[src/rtl/sysclk_pkg.sv]
package sysclk_pkg;
  localparam int NSRC   = 3;
  localparam int SEL_W  = $clog2(NSRC + 1);
  localparam int CODE_W = SEL_W + 2;

  typedef enum logic [SEL_W-1:0] {
    SRC_INT = 2'd0,
    SRC_EXT = 2'd1,
    SRC_PLL = 2'd2
  } src_e;

  localparam int IDX_INT = 0;
  localparam int IDX_EXT = 1;
  localparam int IDX_PLL = 2;

  // Status encoding: source index shifted left by two.
  function automatic logic [CODE_W-1:0] src_code(src_e s);
    return {s, 2'b00};
  endfunction
endpackage

[src/rtl/clk_rdy_sync.sv]
module clk_rdy_sync #(
  parameter int W      = 3,
  parameter int STAGES = 2
) (
  input  logic         clk,
  input  logic         rst,
  input  logic [W-1:0] d,
  output logic [W-1:0] q
);
  for (genvar b = 0; b < W; b++) begin : g_bit
    logic [STAGES-1:0] sh;
    always_ff @(posedge clk) begin
      if (rst) sh <= '0;
      else     sh <= {sh[STAGES-2:0], d[b]};
    end
    assign q[b] = sh[STAGES-1];
  end
endmodule

[src/rtl/clk_sel_core.sv]
module clk_sel_core
  import sysclk_pkg::*;
(
  input  logic              clk,
  input  logic              rst,
  input  logic              sel_we,
  input  logic [SEL_W-1:0]  sel_val,
  input  logic [NSRC-1:0]   rdy_s,
  input  logic [NSRC-1:0]   en_q,
  input  logic              fail_take,
  output src_e              active_q,
  output src_e              active_d,
  output logic              pend_valid,
  output src_e              pend_tgt,
  output logic [CODE_W-1:0] act_code
);
  logic pend_d;
  src_e tgt_d;
  logic switch_go;
  logic sel_legal;

  always_comb begin
    switch_go = pend_valid && rdy_s[pend_tgt] && en_q[pend_tgt];
    sel_legal = (sel_val != 2'd3);
    active_d  = active_q;
    if (fail_take)      active_d = SRC_INT;
    else if (switch_go) active_d = pend_tgt;

    pend_d = pend_valid;
    tgt_d  = pend_tgt;
    if (fail_take) begin
      pend_d = 1'b0;
    end else if (sel_we && sel_legal) begin
      if (src_e'(sel_val) == active_q) begin
        pend_d = 1'b0;
      end else begin
        pend_d = 1'b1;
        tgt_d  = src_e'(sel_val);
      end
    end else if (switch_go) begin
      pend_d = 1'b0;
    end
  end

  always_ff @(posedge clk) begin
    if (rst) begin
      active_q   <= SRC_INT;
      pend_valid <= 1'b0;
      pend_tgt   <= SRC_INT;
      act_code   <= src_code(SRC_INT);
    end else begin
      active_q   <= active_d;
      pend_valid <= pend_d;
      pend_tgt   <= tgt_d;
      act_code   <= src_code(active_d);
    end
  end
endmodule

[src/rtl/clk_osc_ctrl.sv]
module clk_osc_ctrl
  import sysclk_pkg::*;
(
  input  logic            clk,
  input  logic            rst,
  input  logic            en_we,
  input  logic [NSRC-1:0] en_val,
  input  logic            pllsrc_we,
  input  logic            pllsrc_val,
  input  logic            mon_we,
  input  logic            mon_val,
  input  src_e            active_d,
  input  logic            fail_take,
  output logic [NSRC-1:0] en_q,
  output logic            pll_src_q,
  output logic            mon_en_q
);
  logic [NSRC-1:0] en_d;
  logic            int_busy, ext_busy, pll_busy;
  logic            pll_src_d, mon_d;

  always_comb begin
    pll_busy = (active_d == SRC_PLL);
    int_busy = (active_d == SRC_INT) || (pll_busy && !pll_src_q);
    ext_busy = (active_d == SRC_EXT) || (pll_busy && pll_src_q);

    en_d = en_q;
    if (en_we) begin
      en_d = en_val;
      if (int_busy) en_d[IDX_INT] = 1'b1;
      if (ext_busy) en_d[IDX_EXT] = 1'b1;
      if (pll_busy) en_d[IDX_PLL] = 1'b1;
    end
    if (fail_take) begin
      en_d[IDX_EXT] = 1'b0;
      en_d[IDX_INT] = 1'b1;
    end

    pll_src_d = pll_src_q;
    if (pllsrc_we && !en_q[IDX_PLL]) pll_src_d = pllsrc_val;

    mon_d = mon_en_q;
    if (mon_we) mon_d = mon_val;
    if (en_we && (en_val[IDX_EXT] != en_q[IDX_EXT])) mon_d = 1'b0;
  end

  always_ff @(posedge clk) begin
    if (rst) begin
      en_q      <= NSRC'(1) << IDX_INT;
      pll_src_q <= 1'b0;
      mon_en_q  <= 1'b0;
    end else begin
      en_q      <= en_d;
      pll_src_q <= pll_src_d;
      mon_en_q  <= mon_d;
    end
  end
endmodule

[src/rtl/clk_fail_mon.sv]
module clk_fail_mon
  import sysclk_pkg::*;
(
  input  logic clk,
  input  logic rst,
  input  logic ext_fail,
  input  logic mon_en,
  input  src_e active_q,
  input  logic pll_src,
  input  logic irq_clr,
  output logic fail_take,
  output logic fail_irq
);
  logic ext_feeds;

  always_comb begin
    ext_feeds = (active_q == SRC_EXT) || ((active_q == SRC_PLL) && pll_src);
    fail_take = mon_en && ext_fail && ext_feeds;
  end

  always_ff @(posedge clk) begin
    if (rst)            fail_irq <= 1'b0;
    else if (fail_take) fail_irq <= 1'b1;
    else if (irq_clr)   fail_irq <= 1'b0;
  end
endmodule

[src/rtl/sysclk_switch_ctrl.sv]
module sysclk_switch_ctrl
  import sysclk_pkg::*;
#(
  parameter int SYNC_STAGES = 2
) (
  input  logic              clk,
  input  logic              rst,
  input  logic [NSRC-1:0]   rdy_raw,
  input  logic              ext_fail,
  input  logic              sel_we,
  input  logic [SEL_W-1:0]  sel_val,
  input  logic              en_we,
  input  logic [NSRC-1:0]   en_val,
  input  logic              pllsrc_we,
  input  logic              pllsrc_val,
  input  logic              mon_we,
  input  logic              mon_val,
  input  logic              irq_clr,
  output logic [NSRC-1:0]   osc_en,
  output logic [CODE_W-1:0] act_code,
  output logic              pend_valid,
  output logic [SEL_W-1:0]  pend_tgt,
  output logic              pll_src,
  output logic              mon_en,
  output logic              fail_irq
);
  logic [NSRC-1:0] rdy_s;
  src_e            active_q, active_d, tgt_e;
  logic            fail_take;

  clk_rdy_sync #(.W(NSRC), .STAGES(SYNC_STAGES)) u_sync (
    .clk(clk), .rst(rst), .d(rdy_raw), .q(rdy_s)
  );

  clk_sel_core u_core (
    .clk(clk), .rst(rst), .sel_we(sel_we), .sel_val(sel_val),
    .rdy_s(rdy_s), .en_q(osc_en), .fail_take(fail_take),
    .active_q(active_q), .active_d(active_d),
    .pend_valid(pend_valid), .pend_tgt(tgt_e), .act_code(act_code)
  );

  clk_osc_ctrl u_osc (
    .clk(clk), .rst(rst), .en_we(en_we), .en_val(en_val),
    .pllsrc_we(pllsrc_we), .pllsrc_val(pllsrc_val),
    .mon_we(mon_we), .mon_val(mon_val),
    .active_d(active_d), .fail_take(fail_take),
    .en_q(osc_en), .pll_src_q(pll_src), .mon_en_q(mon_en)
  );

  clk_fail_mon u_fail (
    .clk(clk), .rst(rst), .ext_fail(ext_fail), .mon_en(mon_en),
    .active_q(active_q), .pll_src(pll_src), .irq_clr(irq_clr),
    .fail_take(fail_take), .fail_irq(fail_irq)
  );

  assign pend_tgt = tgt_e;
endmodule

[config.mk]
export PLATFORM = sky130hd
export DESIGN_NAME = sysclk_switch_ctrl
export DESIGN_NICKNAME = d
export VERILOG_FILES = /design/src/rtl/sysclk_pkg.sv /design/src/rtl/clk_rdy_sync.sv /design/src/rtl/clk_sel_core.sv /design/src/rtl/clk_osc_ctrl.sv /design/src/rtl/clk_fail_mon.sv /design/src/rtl/sysclk_switch_ctrl.sv
export SDC_FILE = /design/constraint.sdc
export NUM_CORES = 1
export LEC_CHECK = 0
export BUFFER_PORTS_ARGS = -buffer_cell sky130_fd_sc_hd__buf_2
export CAP_MARGIN = 20
export CELL_PAD_IN_SITES_DETAIL_PLACEMENT = 1
export CELL_PAD_IN_SITES_GLOBAL_PLACEMENT = 1
export CORE_MARGIN = 1
export CORE_UTILIZATION = 34
export CTS_CLUSTER_SIZE = 14
export DETAILED_ROUTE_END_ITERATION = 12
export PLACE_DENSITY = 0.83
export REMOVE_ABC_BUFFERS = 1
export SLEW_MARGIN = 10
export SYNTH_ARGS = -nofsm -noshare
export SYNTH_HDL_FRONTEND = slang
export SYNTH_SLANG_ARGS = --single-unit
[constraint.sdc]
create_clock -name clk -period 1.9 [get_ports clk]
set_clock_uncertainty 0.05 [all_clocks]
set_input_delay 0.285 -clock clk [delete_from_list [all_inputs] [get_ports clk]]
set_output_delay 0.285 -clock clk [all_outputs]
set_load 0.02 [all_outputs]
==> results_dict.tcl <==
set metrics [dict create \
    postSynthCellCount 88 \
    crit_slowest_cell "or3_2" \
    clock.fmax_mhz 615 \
    rsz0062_at_grt "no" \
    final-hold-violation-count 0 \
    cts_hold_buffers 0 \
    postRouteWirelength_um 2050 \
    placement.setup.worst_slack_ns 0.284 \
    worst_skew_pair.late_latency_ns 0.29 \
    design.portCount 31 \
    reg2regPathDepth 5 \
    clockRootBuffer "clkbuf_4" \
    clkPwrFrac_pct 28.4 \
    finalHoldWorstSlack_ns 0.153 \
    worst_path_clk_slew_ns 0.10 \
    timing.critical_path.required_ns 2.04 \
    async_reset_ff_share_pct 0 \
    grt_start_max_net_pins 16 \
    power.density_cell_area_nw_per_um2 673 \
    postSynthAreaPerCell_um2 9.43 \
    netlist_area_um2 830 \
    critPathCaptureType "flip-flop" \
    endpoint_worst_hold "u_sync.g_bit[2].sh[0]$_SDFF_PP0_" \
    critical-path-max-stage-delay_ns 0.49 \
    antenna_found_initial 0 \
    area_growth_syn_to_layout_pct 22.5 \
    ys_seq_area_share_pct 41.0 \
    die_area_um2 2640 \
    pwr-share-seq_pct 56.8 \
    core_area_um2 2250 \
    critical_path_class "reg2reg" \
    ant_nets 0 \
    ff2ff_setup_slack_ns 0.27 \
    worstMarginPinSlew_ns 0.532 \
    cellInternalPower_uw 497 \
    crit_path_start_kind "flip-flop" \
    ys.flop_type "dfxtp_1" \
    reg2reg_to "u_osc.en_q[0]$_SDFFE_PP1P_" \
    cts.repair_timing.setup_buffer_count 0 \
    layout_common_cells "buf_2 (28), dfxtp_1 (17), nor2b_1 (9), nor2_1 (9)" \
    post-route-worst-setup-slack_ns 0.273 \
    cts_tree "built" \
    hold_class "in2reg" \
    run_status "completed" \
    worst_path_dominant_cell_family "simple AND/OR/NAND/NOR gates" \
    tns_ns 0 \
    floorplan.initialDensity_pct 36.8 \
    synth-warning-count 0 \
    worst_hold_startpoint "rdy_raw[2]" \
    port_buffers 28 \
    die_height_um 51.4 \
    via_count 747 \
    number_of_global_route_vias_before_repair 783 \
    fin_cells 146 \
    globalRouteTotalUtil_pct 18.3 \
    vias_per_cell 5.12 \
    cts.sink_count 17 \
    post_cts.resized_instances 0 \
    drt_first_pass_iters 4 \
    nNetsFinal 137 \
    synth_enable_flop_cells 0 \
    fp-row-count 17 \
    ant_diodes 0 \
    detail_route.iter0.violations 7 \
    worst-path-max-fanout 5 \
    first_pass_grt_wire_length_um 3510 \
    timing.slew.headroom_pct 64.5 \
    final_common_cell "buf_2" \
    timing_max_transition_violations_final 0 \
    cts-htree-levels 1 \
    critical_path_arrival_ns 1.77 \
    cts_inserted_buffers 3 \
    ratio_of_cells_with_drive_above_1_in_the_final_layout_pct 35.6 \
    whs_path_depth 2 \
    power.ir.vdd_worst_mv 0.573 \
    final-setup-viol-count 0 \
    cp_cell_sequence "nand2_1, or3_2, o21a_4, a21boi_1, o32a_2" \
    grt_overflow_total 0 \
    cap_violations 0 \
    clock_path_buffers 2 \
    comb_power_share_pct 14.8 \
    period_share_pct 85.6 \
    ys_seq_elements 17 \
    die-width_um 51.4 \
    critPathBufInv 0 \
    place_area_um2 990 \
    final_cell_area_um2 1020 \
    routabilityCongestion 0.847 \
    leakage_nw 0.450 \
    hpwlAfterDp_um 1660 \
    post_drt_wl_per_cell_um 14.1 \
    count_of_unique_library_cells_instantiated_by_yosys 32 \
    placed_cells_incl_taps 142 \
    r2r-start "u_osc.en_q[1]$_SDFFE_PP0P_" \
    p_sw_share_pct 27.3 \
    route.detailed.drc 0 \
    p_sw_uw 187 \
    period_minus_slack_ns 1.63 \
]
==> cell usage after synthesis (2+ instances only) <==
library cell | number | area (um2)
nor2_1 | 9 | 33.8
nand2_1 | 6 | 22.5
nand2b_1 | 3 | 18.8
dfxtp_1 | 17 | 340
inv_1 | 4 | 15.0
o21ai_0 | 2 | 10.0
o221ai_1 | 2 | 17.5
a21oi_1 | 6 | 30.0
mux2i_1 | 4 | 40.0
nor2b_1 | 9 | 56.3
a31oi_1 | 2 | 12.5
a211oi_1 | 2 | 15.0
buf_4 | 2 | 15.0
nand3b_1 | 2 | 15.0
==> metrics by stage <==
| stage | util [%] | power [mW] |
|---|---|---|
| after global routing | 45.1 | 0.720 |
| after global placement | 43.9 | 0.495 |
| after CTS | 45.1 | 0.689 |
| final | 45.1 | 0.684 |
| after floorplan | - | 0.452 |
| after detailed placement | 43.9 | 0.499 |
==> power by group through the flow <==
stage / clock (mW) / combinational [mW] / sequential, mW
finish: 0.194 / 0.101 / 0.388
global route: 0.218 / 0.112 / 0.391
CTS: 0.198 / 0.103 / 0.389
detailed placement: 0 / 0.102 / 0.397
global placement: 0 / 0.0994 / 0.396
floorplan: 0 / 0.0473 / 0.405
==> state kept, by name, summed over array words and instances, names as in the netlist <==
name / cells
u_core.pend_valid: 1
u_osc.en_q: 3
u_sync.g_bit.sh: 6
u_core.pend_tgt: 2
u_osc.pll_src_q: 1
u_osc.mon_en_q: 1
u_fail.fail_irq: 1
u_core.active_q: 2
==> layout make-up <==
type	instances	area, um2
Clock buffer	4	26.3
Multi-Input combinational cell	65	459
Inverter	4	15.0
Fill cell	281	1240
Sequential cell	17	340
Tap cell	28	35.0
Timing Repair Buffer	28	140
==> kinds of logic after synthesis <==
kind of cell,share of synthesized area [%]
AND/OR/NAND/NOR,23.1
AO/OA/AOI/OAI,25.5
XOR/XNOR,1.06
other,0.452
multiplexers,4.83
flip-flops,41.0
buffers and inverters,4.07
==> worst max-delay path by stage <==
stage               slack [ns]                            start  cells past startpoint                          to
floorplan                 0.22       u_osc.en_q[1]$_SDFFE_PP0P_                      5  u_osc.en_q[0]$_SDFFE_PP1P_
global placement          0.30  u_core.pend_tgt[1]$_SDFFE_PP0P_                      5  u_osc.en_q[0]$_SDFFE_PP1P_
detailed placement        0.28  u_core.pend_tgt[0]$_SDFFE_PP0P_                      5  u_osc.en_q[0]$_SDFFE_PP1P_
CTS                       0.26  u_core.pend_tgt[0]$_SDFFE_PP0P_                      5  u_osc.en_q[0]$_SDFFE_PP1P_
global route              0.15    u_core.active_q[0]$_SDFF_PP0_                      5  u_osc.en_q[2]$_SDFFE_PP0P_
finish                    0.27       u_osc.en_q[1]$_SDFFE_PP0P_                      5  u_osc.en_q[0]$_SDFFE_PP1P_
==> layer usage <==
metal	wire, um	global-route usage [%]	vias to the layer above
met5	0	0	-
met4	40	9.46	0
met3	97	2.98	5
met2	985	31.2	24
met1	929	21.9	352
li1	-	-	366
No activity file was read; power rests on OpenSTA's default activity.
